--- src/rtl/afc_pkg.sv ---
package afc_pkg;
  typedef enum logic [1:0] {
    PM_UP   = 2'd0,
    PM_WAKE = 2'd1,
    PM_DOWN = 2'd2
  } pmode_e;
endpackage

--- src/rtl/afc_edge_sync.sv ---
module afc_edge_sync #(
  parameter int   STAGES = 2,
  parameter logic INIT   = 1'b1
) (
  input  logic clk_i,
  input  logic rst_ni,
  input  logic async_i,
  output logic rise_o,
  output logic fall_o
);
  logic [STAGES:0] chain_q;

  for (genvar g = 0; g <= STAGES; g++) begin : g_stage
    if (g == 0) begin : g_first
      always_ff @(posedge clk_i or negedge rst_ni)
        if (!rst_ni) chain_q[0] <= INIT;
        else         chain_q[0] <= async_i;
    end else begin : g_next
      always_ff @(posedge clk_i or negedge rst_ni)
        if (!rst_ni) chain_q[g] <= INIT;
        else         chain_q[g] <= chain_q[g-1];
    end
  end

  // Last stage is the history bit for edge detection.
  assign rise_o = chain_q[STAGES-1] & ~chain_q[STAGES];
  assign fall_o = ~chain_q[STAGES-1] & chain_q[STAGES];
endmodule

--- src/rtl/afc_frame.sv ---
module afc_frame #(
  parameter int FRAME_BITS = 16,
  parameter int RES_W      = 12,
  localparam int CNT_W     = $clog2(FRAME_BITS + 1)
) (
  input  logic             clk_i,
  input  logic             rst_ni,
  input  logic             cs_fall_i,
  input  logic             cs_rise_i,
  input  logic             sclk_fall_i,
  input  logic [RES_W-1:0] result_i,
  output logic             active_o,
  output logic [CNT_W-1:0] cnt_o,
  output logic             done_o,
  output logic             abort_o,
  output logic             sdata_o,
  output logic             oe_o
);
  localparam int LEAD = FRAME_BITS - RES_W;
  localparam logic [CNT_W-1:0] LAST = CNT_W'(FRAME_BITS - 1);

  logic [FRAME_BITS-1:0] shift_q;

  always_ff @(posedge clk_i or negedge rst_ni) begin
    if (!rst_ni) begin
      active_o <= 1'b0;
      cnt_o    <= '0;
      done_o   <= 1'b0;
      abort_o  <= 1'b0;
      oe_o     <= 1'b0;
      shift_q  <= '0;
    end else begin
      done_o  <= 1'b0;
      abort_o <= 1'b0;
      if (cs_fall_i) begin
        active_o <= 1'b1;
        cnt_o    <= '0;
        oe_o     <= 1'b1;
        shift_q  <= {{LEAD{1'b0}}, result_i};
      end else if (active_o) begin
        if (cs_rise_i) begin
          active_o <= 1'b0;
          oe_o     <= 1'b0;
          abort_o  <= 1'b1;
        end else if (sclk_fall_i) begin
          cnt_o   <= cnt_o + 1'b1;
          shift_q <= {shift_q[FRAME_BITS-2:0], 1'b0};
          if (cnt_o == LAST) begin
            active_o <= 1'b0;
            oe_o     <= 1'b0;
            done_o   <= 1'b1;
          end
        end
      end
    end
  end

  assign sdata_o = oe_o & shift_q[FRAME_BITS-1];
endmodule

--- src/rtl/afc_mode.sv ---
module afc_mode
  import afc_pkg::*;
#(
  parameter int CNT_W       = 5,
  parameter int DOWN_EDGE   = 2,
  parameter int KEEP_EDGE   = 10,
  parameter int TRACK_EDGE  = 13,
  parameter int WAKE_CYCLES = 64,
  localparam int WC_W       = $clog2(WAKE_CYCLES + 1)
) (
  input  logic             clk_i,
  input  logic             rst_ni,
  input  logic             cs_fall_i,
  input  logic             sclk_fall_i,
  input  logic             sclk_rise_i,
  input  logic             active_i,
  input  logic [CNT_W-1:0] cnt_i,
  input  logic             done_i,
  input  logic             abort_i,
  output pmode_e           mode_o,
  output logic             track_o,
  output logic             valid_o,
  output logic             start_o
);
  localparam logic [CNT_W-1:0] DOWN_C  = CNT_W'(DOWN_EDGE);
  localparam logic [CNT_W-1:0] KEEP_C  = CNT_W'(KEEP_EDGE);
  localparam logic [CNT_W-1:0] TRACK_C = CNT_W'(TRACK_EDGE);

  logic [WC_W-1:0] wake_cnt_q;
  logic            wake_frame_q;
  logic            go_down;
  logic            track_set;

  // Wake frame: any abort short of the keep edge. Normal frame: the middle band only.
  assign go_down = wake_frame_q ? (cnt_i < KEEP_C)
                                : (cnt_i >= DOWN_C && cnt_i < KEEP_C);
  assign track_set = active_i && (wake_frame_q ? (sclk_rise_i || sclk_fall_i)
                                               : (sclk_rise_i && cnt_i >= TRACK_C));

  always_ff @(posedge clk_i or negedge rst_ni) begin
    if (!rst_ni) begin
      mode_o       <= PM_UP;
      wake_cnt_q   <= '0;
      wake_frame_q <= 1'b0;
      track_o      <= 1'b1;
      valid_o      <= 1'b0;
      start_o      <= 1'b0;
    end else begin
      start_o <= 1'b0;
      if (cs_fall_i) begin
        valid_o <= 1'b0;
        if (mode_o == PM_UP) begin
          track_o      <= 1'b0;
          wake_frame_q <= 1'b0;
          start_o      <= 1'b1;
        end else begin
          wake_frame_q <= 1'b1;
          if (mode_o == PM_DOWN) begin
            mode_o     <= PM_WAKE;
            wake_cnt_q <= WC_W'(WAKE_CYCLES);
          end
        end
      end else if (abort_i) begin
        wake_frame_q <= 1'b0;
        if (go_down) begin
          mode_o  <= PM_DOWN;
          track_o <= 1'b0;
        end else begin
          track_o <= 1'b1;
        end
      end else if (done_i) begin
        wake_frame_q <= 1'b0;
        if (!wake_frame_q) valid_o <= 1'b1;
      end else begin
        if (track_set) track_o <= 1'b1;
        if (mode_o == PM_WAKE) begin
          if (wake_cnt_q != '0) begin
            wake_cnt_q <= wake_cnt_q - 1'b1;
          end else if (!wake_frame_q) begin
            mode_o  <= PM_UP;
            track_o <= 1'b1;
          end
        end
      end
    end
  end
endmodule

--- src/rtl/adc_frame_ctrl.sv ---
module adc_frame_ctrl
  import afc_pkg::*;
#(
  parameter int FRAME_BITS  = 16,
  parameter int RES_W       = 12,
  parameter int SYNC_STAGES = 2,
  parameter int DOWN_EDGE   = 2,
  parameter int KEEP_EDGE   = 10,
  parameter int TRACK_EDGE  = 13,
  parameter int WAKE_CYCLES = 64
) (
  input  logic             clk_i,
  input  logic             rst_ni,
  input  logic             cs_ni,
  input  logic             sclk_i,
  input  logic [RES_W-1:0] result_i,
  output logic             sdata_o,
  output logic             sdata_oe_o,
  output logic             track_o,
  output logic             conv_start_o,
  output logic [1:0]       mode_o,
  output logic             valid_o
);
  localparam int CNT_W = $clog2(FRAME_BITS + 1);

  logic             cs_rise, cs_fall, sclk_rise, sclk_fall;
  logic             frame_active, frame_done, frame_abort;
  logic [CNT_W-1:0] frame_cnt;
  pmode_e           mode;

  afc_edge_sync #(.STAGES(SYNC_STAGES), .INIT(1'b1)) u_cs_sync (
    .clk_i, .rst_ni, .async_i(cs_ni), .rise_o(cs_rise), .fall_o(cs_fall)
  );

  afc_edge_sync #(.STAGES(SYNC_STAGES), .INIT(1'b1)) u_sclk_sync (
    .clk_i, .rst_ni, .async_i(sclk_i), .rise_o(sclk_rise), .fall_o(sclk_fall)
  );

  afc_frame #(.FRAME_BITS(FRAME_BITS), .RES_W(RES_W)) u_frame (
    .clk_i, .rst_ni,
    .cs_fall_i(cs_fall), .cs_rise_i(cs_rise), .sclk_fall_i(sclk_fall),
    .result_i,
    .active_o(frame_active), .cnt_o(frame_cnt),
    .done_o(frame_done), .abort_o(frame_abort),
    .sdata_o, .oe_o(sdata_oe_o)
  );

  afc_mode #(
    .CNT_W(CNT_W), .DOWN_EDGE(DOWN_EDGE), .KEEP_EDGE(KEEP_EDGE),
    .TRACK_EDGE(TRACK_EDGE), .WAKE_CYCLES(WAKE_CYCLES)
  ) u_mode (
    .clk_i, .rst_ni,
    .cs_fall_i(cs_fall), .sclk_fall_i(sclk_fall), .sclk_rise_i(sclk_rise),
    .active_i(frame_active), .cnt_i(frame_cnt),
    .done_i(frame_done), .abort_i(frame_abort),
    .mode_o(mode), .track_o, .valid_o, .start_o(conv_start_o)
  );

  assign mode_o = mode;
endmodule

--- config.mk ---
export PLATFORM = sky130hd
export DESIGN_NAME = adc_frame_ctrl
export DESIGN_NICKNAME = d
export VERILOG_FILES = /design/src/rtl/afc_pkg.sv /design/src/rtl/afc_edge_sync.sv /design/src/rtl/afc_frame.sv /design/src/rtl/afc_mode.sv /design/src/rtl/adc_frame_ctrl.sv
export SDC_FILE = /design/constraint.sdc
export NUM_CORES = 1
export LEC_CHECK = 0
export ABC_AREA = 1
export CORE_ASPECT_RATIO = 1.2
export CORE_MARGIN = 10
export CORE_UTILIZATION = 40
export DETAILED_ROUTE_END_ITERATION = 6
export DONT_BUFFER_PORTS = 1
export PLACE_DENSITY_LB_ADDON = 0.1
export SETUP_SLACK_MARGIN = 0.4
export SLEW_MARGIN = 20
export SYNTH_ARGS = -nofsm -noshare
export SYNTH_HDL_FRONTEND = slang
export SYNTH_SLANG_ARGS = --single-unit
--- constraint.sdc ---
create_clock -name clk_i -period 2.5 [get_ports clk_i]
set_input_delay 0.75 -clock clk_i [delete_from_list [all_inputs] [get_ports clk_i]]
set_output_delay 0.75 -clock clk_i [all_outputs]
set_load 0.02 [all_outputs]
==> tab_implementation.tex, run 1 <==
\begin{tabular}{lr}
\hline
Metric & Value \\
\hline
\multicolumn{2}{l}{\textbf{Logic synthesis}} \\
Share of synthesized flip-flops with an asynchronous set or reset & 100.0\% \\
Commonest cells post-synth & 47 x sky130\_fd\_sc\_hd\_\_nand2\_1, 39 x sky130\_fd\_sc\_hd\_\_inv\_1, 37 x sky130\_fd\_sc\_hd\_\_dfrtp\_1, 17 x sky130\_fd\_sc\_hd\_\_nor2\_1, 17 x sky130\_fd\_sc\_hd\_\_o21ai\_0 \\
Xor-xnor portion of the synthesized cell area & 0.4132\% \\
Most instantiated library cell after synthesis & sky130\_fd\_sc\_hd\_\_nand2\_1 \\
Number of unique standard cell types used by synthesis & 31 \\
Gate Count Post-Synth & 241 \\
Number of flops mapped to enable cells by yosys & 0 \\
Fraction of the mapped netlist area in adder cells & 4.723\% \\
Dominant combinational cell family by area after synthesis & simple AND/OR/NAND/NOR gates \\
Post-synth top area cell & sky130\_fd\_sc\_hd\_\_dfrtp\_1 \\
Area fraction in and, or, nand and nor cells after synthesis & 18.95\% \\
Net Count, Synth & 265 \\
Avg Synthesized Cell Area & 8.795 µm² \\
Dominant synthesized flop cell & sky130\_fd\_sc\_hd\_\_dfrtp\_1 \\
Complex-gate fraction of the synthesized area & 14.52\% \\
Number of warnings issued by yosys & 0 \\
Share of Yosys cell area claimed by the top area cell type & a little over two fifths \\
Combined area of all synthesized cells & between 0.002 and 0.0025 mm² \\
Multiplexer share of the synthesized area & 0\% \\
Number of synthesized register bits & 44 \\
Sequential-to-total area share from yosys stat & between 50\% and 60\% \\
Area contributors post-synth & sky130\_fd\_sc\_hd\_\_dfrtp\_1 44\%, sky130\_fd\_sc\_hd\_\_dfstp\_2 8.7\%, sky130\_fd\_sc\_hd\_\_nand2\_1 8.3\% \\
\multicolumn{2}{l}{\textbf{Timing}} \\
Shortest period the worst path allows & approximately 1.9 ns \\
Number of endpoints with negative hold slack in the final report & 0 \\
Post-route clock period utilization & between 70\% and 80\% \\
Setup TNS & 0 ns \\
Highest Clock Rate & 0.5255 GHz \\
Setup skew after layout & 0.008165 ns \\
Slew @ Worst Pin & 0.4768 ns \\
Setup-failing EPs final & 0 \\
Worst hold slack across all endpoints & approximately 0.15 ns \\
Unrepaired setup endpoints after global routing & false \\
Worst relative slew slack & 68.10\% \\
Final Slew Violations & 0 \\
\multicolumn{2}{l}{\textbf{Final layout}} \\
Final core utilization & $\sim$45\% \\
Share of cells above drive strength 1 & 9.877\% \\
Number of diodes added for antenna fixing & 0 \\
Cell Count, Final, Fillers Out & 303 \\
Syn-to-layout area delta & 6.966\% \\
Final-stage net count & 266 \\
\multicolumn{2}{l}{\textbf{Global route}} \\
Largest net degree at the start of global routing & 45 \\
Residual overflow from global routing & 0 \\
Wire length of the first global-routing pass & approximately 6900 µm \\
Number of global-route vias before repair & 1469 \\
All-Layer GR Usage & 9.693\% \\
Initial antenna violation count & 0 \\
\multicolumn{2}{l}{\textbf{Route}} \\
Total DRC errors in the routed layout & 0 \\
Count of nets left with antenna violations after detail routing & 0 \\
Routed wire length & between 4000 and 5000 µm \\
Per-cell routed wire length & between 10 and 15 µm \\
Routed via count & 1521 \\
Iter 0 DRT Violations & 69 \\
Iteration count of the initial detailed-routing pass & 4 \\
Detailed-route vias per instance & 5.020 \\
\multicolumn{2}{l}{\textbf{Power}} \\
Maximum vdd drop & 0.4406 mV \\
Static Leak & 1.090 nW \\
Share of power burned in combinational logic & 22.6\% \\
Switching Share & 32.79\% \\
Total internal power & about 1.3 mW \\
Share of power burned in registers & 52.0\% \\
Sw power & 624.1 µW \\
Overall power of the completed layout & 1.903 mW \\
Power density cells & 839.5 mW/mm² \\
Clock network fraction of total power & 25.4\% \\
\multicolumn{2}{l}{\textbf{Critical path}} \\
CP endpoint kind & flip-flop \\
Maximum fanout encountered on the critical timing path & 28 \\
Required time at the worst-slack endpoint & about 2.7 ns \\
Startpoint class of the critical path & flip-flop \\
Critical path start-end classification & reg2reg \\
Flop-to-flop setup slack & 0.60 ns \\
Critical path data arrival time & roughly 2.1 ns \\
\multicolumn{2}{l}{\textbf{CTS}} \\
CTS max path bufs & 2 \\
Number of hold buffers added after CTS & 0 \\
CTS buffer count & 5 \\
Clk\_lat worst skew & 0.29 ns \\
Clock Sink Count & 44 \\
Clock transition at the register clock pins on the worst setup and hold paths after CTS & 0.08 ns \\
Clock H-tree levels & 2 \\
TritonCTS clock tree & done \\
Root buffer cell & sky130\_fd\_sc\_hd\_\_clkbuf\_8 \\
\multicolumn{2}{l}{\textbf{Floorplanning}} \\
Overall die area & between 0.008 and 0.009 mm² \\
Core area & 0.005045 mm² \\
Starting utilization of the core area & 42.01\% \\
Die X & 86.45 µm \\
I/O pin count & 23 \\
Die height & $\sim$100 µm \\
Number of placement rows & 28 \\
\multicolumn{2}{l}{\textbf{Hold path}} \\
Hold WC Path Type & in2async \\
\multicolumn{2}{l}{\textbf{Status}} \\
Run status & completed \\
\multicolumn{2}{l}{\textbf{Place}} \\
\# port buffers & 0 \\
Final weighted congestion in routability-driven placement & 0.7397 \\
HPWL after detailed placement & $\sim$2800 µm \\
Count of placed standard cells including taps & 295 \\
\multicolumn{2}{l}{\textbf{Run}} \\
Max capacitance violation total & 0 \\
\hline
\end{tabular}
## worst max-delay path: stages, from the launching register on
cell and delay (ns):
sky130_fd_sc_hd__dfstp_2 0.54, sky130_fd_sc_hd__inv_1 0.04, sky130_fd_sc_hd__ha_1 0.18, sky130_fd_sc_hd__inv_1 0.14, sky130_fd_sc_hd__nand3_1 0.22, sky130_fd_sc_hd__nand2_2 0.44
sky130_fd_sc_hd__o211ai_1 0.15, sky130_fd_sc_hd__o21ai_0 0.11
## routing by layer
layer  vias to the layer above  wire, µm  global-route usage, %
li1                        789         -                      -
met1                       702      1941                  12.27
met2                        26      1954                  15.53
met3                         4       135                  2.939
met4                         0        32                  2.622
met5                         -         0                      0
## final cells by class
cell class | instances | area, µm²
inverter | 41 | 156.4
clock buffer | 8 | 100.1
tap | 60 | 75.07
multi-input combinational | 150 | 825.8
fill | 521 | 2778
sequential | 44 | 1110
## logic make-up (layout without fill, tap and decap cells)
logic type,Yosys count,in the layout
adders and majority gates,8,8
and+or+nand+nor,90,90
AOI/OAI and AO/OA,51,51
xor gates and xnor gates,1,1
DFF,44,44
buffers and inverters,47,49
## cell usage in the layout, fill, tap and decap left out, types with 3 or more instances in the layout
cell and instances:
sky130_fd_sc_hd__a21oi_1 8, sky130_fd_sc_hd__clkbuf_8 7, sky130_fd_sc_hd__dfrtp_1 37, sky130_fd_sc_hd__dfstp_2 7, sky130_fd_sc_hd__ha_1 7, sky130_fd_sc_hd__inv_1 39
sky130_fd_sc_hd__nand2_1 47, sky130_fd_sc_hd__nand3_1 12, sky130_fd_sc_hd__nand4_1 3, sky130_fd_sc_hd__nor2_1 17, sky130_fd_sc_hd__nor3_1 3, sky130_fd_sc_hd__o211ai_1 11
sky130_fd_sc_hd__o21ai_0 17, sky130_fd_sc_hd__o21ai_1 6, sky130_fd_sc_hd__o22ai_1 5
## power groups by stage
stage	logic (mW)	registers [mW]	clock network, mW
after floorplan	0.370	0.971	0
after global placement	0.429	1.00	0
after detailed placement	0.430	1.01	0
after CTS	0.433	0.992	0.505
after global routing	0.515	1.02	0.532
final	0.429	0.990	0.484
## sequential cells by signal (all words and copies together) (netlist names), 2 cells and up
signal               cells
u_frame.shift_q         16
u_mode.wake_cnt_q        7
u_frame.cnt_o            5
u_cs_sync.chain_q        3
u_sclk_sync.chain_q      3
u_mode.mode_o            2
## per-stage QoR
step | setup WS [ns] | cell area, µm²
6_report | 0.5972 | 2267
5_1_grt | 0.4025 | 2267
4_1_cts | 0.4156 | 2260
3_5_place_dp | 0.4277 | 2160
3_3_place_gp | 0.4604 | 2160
2_1_floorplan | 0.8291 | 2120
## repair_timing
item                                    in CTS  in global routing
resized for setup                            0                  2
buffers inserted                             0                  0
endpoints found under the setup margin       0                 16
## worst paths after layout
| check | from | end | depth (start not counted) |
|---|---|---|---|
| min in group clk_i | u_cs_sync.chain_q[0]$_DFF_PN1_ | u_cs_sync.chain_q[1]$_DFF_PN1_ | 0 |
| min reg2reg | u_cs_sync.chain_q[0]$_DFF_PN1_ | u_cs_sync.chain_q[1]$_DFF_PN1_ | 0 |
| max in group asynchronous | rst_ni | u_cs_sync.chain_q[0]$_DFF_PN1_ | 0 |
| max | u_cs_sync.chain_q[2]$_DFF_PN1_ | u_frame.shift_q[8]$_DFFE_PN0P_ | 7 |
| max reg2reg | u_cs_sync.chain_q[2]$_DFF_PN1_ | u_frame.shift_q[8]$_DFFE_PN0P_ | 7 |
| min | rst_ni | u_mode.wake_cnt_q[2]$_DFFE_PN0P_ | 0 |
Power figures use the tool's default switching activity.
==> run 2: changes to the inputs <==
- clock period: 2.5 -> 2 ns (I/O delays scaled with it)
==> run 2 against run 1 <==
  * Register-to-register slack worse by 0.21 ns
  * Clock skew is 0.00077 ns lower
  * Sequential share of layout area is 6.0 points lower
  * Critical path depth is 1 higher
  * Sequential power is 25% higher
  * Core utilization is 6.4 points higher
  * Final cell count is 5.6% higher
  * Critical path type unchanged
  * Largest cell class unchanged
==> tab_implementation.tex, run 2 (same netlist as run 1, synthesis figures left out) <==
\begin{tabular}{lr}
\hline
Metric & Value \\
\hline
\multicolumn{2}{l}{\textbf{Status}} \\
Run status & completed \\
\multicolumn{2}{l}{\textbf{Route}} \\
Routed wire length & roughly 4500 µm \\
Iter 0 DRT Violations & 79 \\
Routed via count & 1593 \\
Count of nets left with antenna violations after detail routing & 0 \\
Iteration count of the initial detailed-routing pass & 5 \\
Total DRC errors in the routed layout & 0 \\
Per-cell routed wire length & between 10 and 15 µm \\
Detailed-route vias per instance & between 4 and 5 \\
\multicolumn{2}{l}{\textbf{Critical path}} \\
Start point of the critical path & u\_cs\_sync.chain\_q[2]\$\_DFF\_PN1\_ \\
Startpoint class of the critical path & flip-flop \\
Critical path data arrival time & around 1.8 ns \\
Required time at the worst-slack endpoint & 2.18 ns \\
Slowest Stage Delay on Critical Path & 0.57 ns \\
Dominant cell type by count on the critical path & sky130\_fd\_sc\_hd\_\_nand2\_1 \\
Cell chain of the critical path & ha\_4 > inv\_4 > nor3\_4 > inv\_2 > o21ai\_4 > nand2\_1 > nand2\_1 > a21oi\_1 \\
CP endpoint kind & flip-flop \\
Source of the worst register-to-register timing path & u\_cs\_sync.chain\_q[2]\$\_DFF\_PN1\_ \\
Buffers and inverters on the worst path & 2 \\
Critical path start-end classification & reg2reg \\
Top Family by Delay on Critical Path & flip-flops \\
Critical-path cell with the highest stage delay & sky130\_fd\_sc\_hd\_\_dfstp\_2 \\
Flop-to-flop setup slack & a little under 0.4 ns \\
Maximum fanout encountered on the critical timing path & 8 \\
\multicolumn{2}{l}{\textbf{Floorplanning}} \\
Die height & 99.74 µm \\
Starting utilization of the core area & 42.01\% \\
Overall die area & 0.008623 mm² \\
Number of placement rows & 28 \\
Die X & 86.45 µm \\
I/O pin count & 23 \\
Core area & between 0.005 and 0.006 mm² \\
\multicolumn{2}{l}{\textbf{Global route}} \\
Largest net degree at the start of global routing & 38 \\
Number of global-route vias before repair & approximately 1600 \\
Residual overflow from global routing & 0 \\
Wire length of the first global-routing pass & 7265 µm \\
Initial antenna violation count & 0 \\
All-Layer GR Usage & about a tenth \\
\multicolumn{2}{l}{\textbf{Final layout}} \\
Final-stage net count & 283 \\
Max reg flops & 16 \\
Share of cells above drive strength 1 & between 20 and 25\% \\
Number of diodes added for antenna fixing & 0 \\
Final core utilization & approximately half \\
Most common cell after layout, fill and taps aside & sky130\_fd\_sc\_hd\_\_nand2\_1 \\
Largest registers & u\_frame.shift\_q x16, u\_mode.wake\_cnt\_q x7, u\_frame.cnt\_o x5 \\
Register name with the most flops & u\_frame.shift\_q \\
Top library cells by usage in the layout, fill and taps aside & 43 x sky130\_fd\_sc\_hd\_\_nand2\_1, 36 x sky130\_fd\_sc\_hd\_\_dfrtp\_1, 35 x sky130\_fd\_sc\_hd\_\_inv\_1 \\
Syn-to-layout area delta & 22.14\% \\
\multicolumn{2}{l}{\textbf{Power}} \\
Maximum vdd drop & between 0.4 and 0.5 mV \\
Power density cells & between 900 and 1000 mW/mm² \\
Static Leak & around 1.2 nW \\
\multicolumn{2}{l}{\textbf{Timing}} \\
Slew @ Worst Pin & 0.4918 ns \\
Setup skew after layout & 0.007392 ns \\
Worst relative slew slack & between 60\% and 70\% \\
Setup TNS & 0 ns \\
Final Slew Violations & 0 \\
Setup-failing EPs final & 0 \\
Unrepaired setup endpoints after global routing & true \\
Shortest period the worst path allows & 1.610 ns \\
Number of endpoints with negative hold slack in the final report & 0 \\
Highest Clock Rate & 0.6211 GHz \\
Worst hold slack across all endpoints & 0.1256 ns \\
Post-route clock period utilization & about four fifths \\
\multicolumn{2}{l}{\textbf{Place}} \\
HPWL after detailed placement & 2859 µm \\
Final weighted congestion in routability-driven placement & 0.8063 \\
\# port buffers & 0 \\
\multicolumn{2}{l}{\textbf{CTS}} \\
Root buffer cell & sky130\_fd\_sc\_hd\_\_clkbuf\_8 \\
Clock transition at the register clock pins on the worst setup and hold paths after CTS & 0.08 ns \\
TritonCTS clock tree & done \\
Clock Sink Count & 44 \\
CTS max path bufs & 2 \\
Clock H-tree levels & 2 \\
CTS buffer count & 5 \\
Clk\_lat worst skew & 0.30 ns \\
\multicolumn{2}{l}{\textbf{Hold path}} \\
Hold WC Path Type & in2async \\
\multicolumn{2}{l}{\textbf{Run}} \\
Max capacitance violation total & 0 \\
\hline
\end{tabular}
run 2: changes by cell type in the layout (fill, tap and decap cells not counted), sizes merged:
cell / change
clkbuf: +2
buf: +15
run 2: final cells by class:
class	instances	area (µm²)
tap	60	75.07
timing repair buffer	17	211.5
multi-input combinational	150	939.7
clock buffer	8	90.09
inverter	41	161.4
fill	454	2456
sequential	44	1111
run 2: metrics by stage:
stage | std cells | power, mW | area, µm² | setup slack (ns)
after floorplan | 241 | 1.675 | 2122 | 0.4199
after global placement | 297 | 1.800 | 2190 | 0.2246
after detailed placement | 297 | 1.804 | 2190 | 0.1668
after CTS | 313 | 2.488 | 2432 | 0.3606
after global routing | 320 | 2.740 | 2589 | 0.2616
final | 320 | 2.555 | 2589 | 0.3898
run 2: power breakdown:
| group | switching (mW) | leakage [nW] | internal [mW] | total (mW) |
|---|---|---|---|---|
| Clock | 0.294 | 0.0455 | 0.282 | 0.576 |
| Combinational | 0.412 | 0.617 | 0.323 | 0.735 |
| Sequential | 0.169 | 0.550 | 1.07 | 1.24 |
run 2: repair_timing:
item | CTS | global route
hold endpoints to repair | 37 | 0
pin swaps | 6 | 10
setup buffers | 7 | 5
cloned | 0 | 2
gates resized for setup | 17 | 24
endpoints found under the setup margin | 31 | 30
hold buffers | 1 | 0
run 2: layer usage:
metal,track usage [%],routed length [µm]
met1,12.35,2007
met2,17.01,2249
met3,3.102,194
met4,4.120,67
met5,0,0
run 2: worst paths after layout:
| check | end | cells after the start |
|---|---|---|
| worst max-delay path | u_mode.wake_cnt_q[2]$_DFFE_PN0P_ | 8 |
| worst min-delay path | u_mode.wake_cnt_q[2]$_DFFE_PN0P_ | 1 |
| worst max register to register | u_mode.wake_cnt_q[2]$_DFFE_PN0P_ | 8 |
| worst min register to register | u_sclk_sync.chain_q[1]$_DFF_PN1_ | 0 |
| max in group asynchronous | u_frame.oe_o$_DFFE_PN0P_ | 1 |
| min in group clk_i | u_sclk_sync.chain_q[0]$_DFF_PN1_ | 0 |
==> run 3: changes to the inputs <==
- clock period: 2 -> 1.4 ns (I/O delays scaled with it)
==> run 3 against run 2 <==
  * The flow now finishes with violations (hold timing, setup timing)
  * Power increased by 49%
  * Final cell count increased by 7.8%
  * Wire length is 5.6% higher
  * Non-clock buffer count grew 22
  * Largest cell class unchanged
  * Setup slack worse by 0.52 ns
  * Critical path type unchanged
  * Register-to-register slack worse by 0.52 ns
  * First-iteration DRC count increased by 11%
  * Hold slack got worse by 0.33 ns
==> tab_implementation.tex, run 3 (same netlist as run 1, synthesis figures left out) <==
\begin{tabular}{lr}
\hline
Metric & Value \\
\hline
\multicolumn{2}{l}{\textbf{Place}} \\
Count of placed standard cells including taps & 320 \\
Final weighted congestion in routability-driven placement & approximately 0.78 \\
\# port buffers & 0 \\
HPWL after detailed placement & 3091 µm \\
\multicolumn{2}{l}{\textbf{Critical path}} \\
CP endpoint kind & flip-flop \\
Destination of the worst register-to-register timing path & u\_mode.wake\_cnt\_q[2]\$\_DFFE\_PN0P\_ \\
Worst Setup EP & u\_mode.wake\_cnt\_q[2]\$\_DFFE\_PN0P\_ \\
Cells on worst reg2reg path & 8 \\
Startpoint class of the critical path & flip-flop \\
Dominant cell type by count on the critical path & sky130\_fd\_sc\_hd\_\_nand2\_1 \\
Buffers and inverters on the worst path & 1 \\
Critical path data arrival time & 1.74 ns \\
Start point of the critical path & u\_cs\_sync.chain\_q[1]\$\_DFF\_PN1\_ \\
Required time at the worst-slack endpoint & 1.61 ns \\
Flop-to-flop setup slack & -0.13 ns \\
Cell chain of the critical path & inv\_2 > ha\_4 > nor2\_4 > nand4\_4 > o21ai\_4 > nand2\_1 > nand2\_1 > a21oi\_2 \\
Logic depth of the worst path, buffers included & 8 \\
Slowest Stage Delay on Critical Path & 0.54 ns \\
Critical path start-end classification & reg2reg \\
Maximum fanout encountered on the critical timing path & 5 \\
Top Family by Delay on Critical Path & flip-flops \\
Critical-path cell with the highest stage delay & sky130\_fd\_sc\_hd\_\_dfstp\_2 \\
Source of the worst register-to-register timing path & u\_cs\_sync.chain\_q[1]\$\_DFF\_PN1\_ \\
\multicolumn{2}{l}{\textbf{Route}} \\
Total DRC errors in the routed layout & 0 \\
Count of nets left with antenna violations after detail routing & 0 \\
Iter 0 DRT Violations & 88 \\
Routed wire length & roughly 4800 µm \\
Iteration count of the initial detailed-routing pass & 4 \\
Routed via count & 1709 \\
Detailed-route vias per instance & between 4 and 5 \\
Per-cell routed wire length & 13.83 µm \\
\multicolumn{2}{l}{\textbf{CTS}} \\
Clk\_lat worst skew & roughly 0.31 ns \\
Root buffer cell & sky130\_fd\_sc\_hd\_\_clkbuf\_8 \\
CTS max path bufs & 2 \\
TritonCTS clock tree & done \\
CTS buffer count & 5 \\
Clock transition at the register clock pins on the worst setup and hold paths after CTS & 0.09 ns \\
Clock Sink Count & 44 \\
Clock H-tree levels & 2 \\
\multicolumn{2}{l}{\textbf{Final layout}} \\
Max reg flops & 16 \\
Share of cells above drive strength 1 & between 30\% and 40\% \\
Number of diodes added for antenna fixing & 0 \\
Combined area of the multi-input logic cells & 0.001080 mm² \\
Register name with the most flops & u\_frame.shift\_q \\
Top library cells by usage in the layout, fill and taps aside & 44 x sky130\_fd\_sc\_hd\_\_nand2\_1, 33 x sky130\_fd\_sc\_hd\_\_inv\_1, 32 x sky130\_fd\_sc\_hd\_\_dfrtp\_1 \\
Largest registers & u\_frame.shift\_q x16, u\_mode.wake\_cnt\_q x7, u\_frame.cnt\_o x5 \\
Syn-to-layout area delta & 36.66\% \\
Storage element area & between 0.001 and 0.0015 mm² \\
Layout filler cell count & 427 \\
Final-stage net count & between 300 and 400 \\
Cell Count, Final, Fillers Out & 345 \\
Most common cell after layout, fill and taps aside & sky130\_fd\_sc\_hd\_\_nand2\_1 \\
\multicolumn{2}{l}{\textbf{Floorplanning}} \\
I/O pin count & 23 \\
Core area & 0.005045 mm² \\
Die X & between 80 and 90 µm \\
Die height & 99.74 µm \\
Overall die area & 0.008623 mm² \\
Number of placement rows & 28 \\
Starting utilization of the core area & roughly 42\% \\
\multicolumn{2}{l}{\textbf{Timing}} \\
Setup-failing EPs final & 36 \\
Number of endpoints with negative hold slack in the final report & 44 \\
Shortest period the worst path allows & 1.532 ns \\
Setup skew after layout & 0.006579 ns \\
Unrepaired setup endpoints after global routing & true \\
Setup TNS & -2.996 ns \\
Worst hold slack across all endpoints & -0.2051 ns \\
Worst relative slew slack & 84.61\% \\
Post-route clock period utilization & 109.4\% \\
Worst-case setup margin in the final layout & -0.1320 ns \\
Final Slew Violations & 0 \\
Highest Clock Rate & 0.6528 GHz \\
Slew @ Worst Pin & 0.2292 ns \\
\multicolumn{2}{l}{\textbf{Power}} \\
Power density cells & 1314 mW/mm² \\
Maximum vdd drop & 0.8168 mV \\
Share of power burned in registers & 45.7\% \\
Static Leak & 1.333 nW \\
Clock network fraction of total power & 22.4\% \\
Switching Share & 34.45\% \\
Share of power burned in combinational logic & 31.9\% \\
Sw power & 1.311 mW \\
Total internal power & between 2 and 2.5 mW \\
\multicolumn{2}{l}{\textbf{Global route}} \\
Initial antenna violation count & 0 \\
Largest net degree at the start of global routing & 45 \\
All-Layer GR Usage & 11.55\% \\
Wire length of the first global-routing pass & 7976 µm \\
Number of global-route vias before repair & between 1500 and 2000 \\
Residual overflow from global routing & 0 \\
\multicolumn{2}{l}{\textbf{Hold path}} \\
Hold WC Path Type & in2async \\
\multicolumn{2}{l}{\textbf{Status}} \\
Violations in the final reports & hold timing, setup timing \\
Run status & finished with violations \\
\multicolumn{2}{l}{\textbf{Run}} \\
Max capacitance violation total & 0 \\
\hline
\end{tabular}
==> run 3: changes by cell type in the layout (fill, tap and decap cells not counted), moves of 3 or more <==
cell	delta
sky130_fd_sc_hd__nor2_1	-3
sky130_fd_sc_hd__buf_6	+7
sky130_fd_sc_hd__buf_4	+17
sky130_fd_sc_hd__dfrtp_2	+4
sky130_fd_sc_hd__o21ai_1	+9
sky130_fd_sc_hd__o21ai_0	-8
sky130_fd_sc_hd__nand2_8	+4
sky130_fd_sc_hd__dfrtp_1	-4
==> run 3: stage by stage <==
stage          setup WS (ns)  cell area (µm²)  power [mW]  util [%]
2_1_floorplan       -0.09527             2217       2.453         -
3_3_place_gp         -0.1398             2431       2.757     48.19
3_5_place_dp         -0.1758             2431       2.772     48.19
4_1_cts              -0.1634             2768       3.767     54.86
5_1_grt              -0.2209             2897       4.097     57.42
6_report             -0.1320             2897       3.806     57.42
==> run 3: layout make-up <==
| type | count | area share, % |
|---|---|---|
| timing repair buffer | 39 | 12.53 |
| inverter | 41 | 5.832 |
| clock buffer | 7 | 2.981 |
| sequential | 44 | 38.53 |
| tap | 60 | 2.592 |
| clock inverter | 1 | 0.2592 |
| multi-input combinational | 153 | 37.28 |
==> run 3: worst register-to-register path, stage by stage, from the launching register on <==
cell and delay (ns):
sky130_fd_sc_hd__dfstp_2 0.54, sky130_fd_sc_hd__inv_2 0.04, sky130_fd_sc_hd__ha_4 0.18, sky130_fd_sc_hd__nor2_4 0.14, sky130_fd_sc_hd__nand4_4 0.13, sky130_fd_sc_hd__o21ai_4 0.20, sky130_fd_sc_hd__nand2_1 0.08, sky130_fd_sc_hd__nand2_1 0.07
sky130_fd_sc_hd__a21oi_2 0.05
==> run 3: how the worst min path moves through the flow <==
stage / start / end / cells after the start
2_1_floorplan: rst_ni / u_frame.abort_o$_DFF_PN0_ / 0
3_3_place_gp: rst_ni / u_mode.valid_o$_DFFE_PN0P_ / 0
3_5_place_dp: rst_ni / u_mode.valid_o$_DFFE_PN0P_ / 0
4_1_cts: rst_ni / u_frame.shift_q[13]$_DFFE_PN0P_ / 0
5_1_grt: rst_ni / u_mode.wake_cnt_q[2]$_DFFE_PN0P_ / 0
6_report: rst_ni / u_mode.wake_cnt_q[1]$_DFFE_PN0P_ / 0
==> run 3: per-layer routing <==
metal,global-route usage [%],up-vias,part of all wire [%]
met3,3.592,6,4.2
met5,0,-,0
met1,13.61,799,42
met2,18.89,21,52
met4,4.744,0,1.6
li1,-,883,-
==> run 3: power groups by stage <==
stage	Clock, mW	Combinational, mW	Sequential (mW)
floorplan	0	0.706	1.75
global placement	0	0.994	1.76
detailed placement	0	1.00	1.77
CTS	0.878	1.15	1.74
global route	0.931	1.39	1.78
finish	0.854	1.21	1.74
==> run 3: timing repair <==
action,CTS,global route
gates resized for setup,54,9
cloned,2,1
endpoints found under the hold margin,44,44
endpoints found under the setup margin,45,45
setup buffers,6,8
pin swaps,6,11
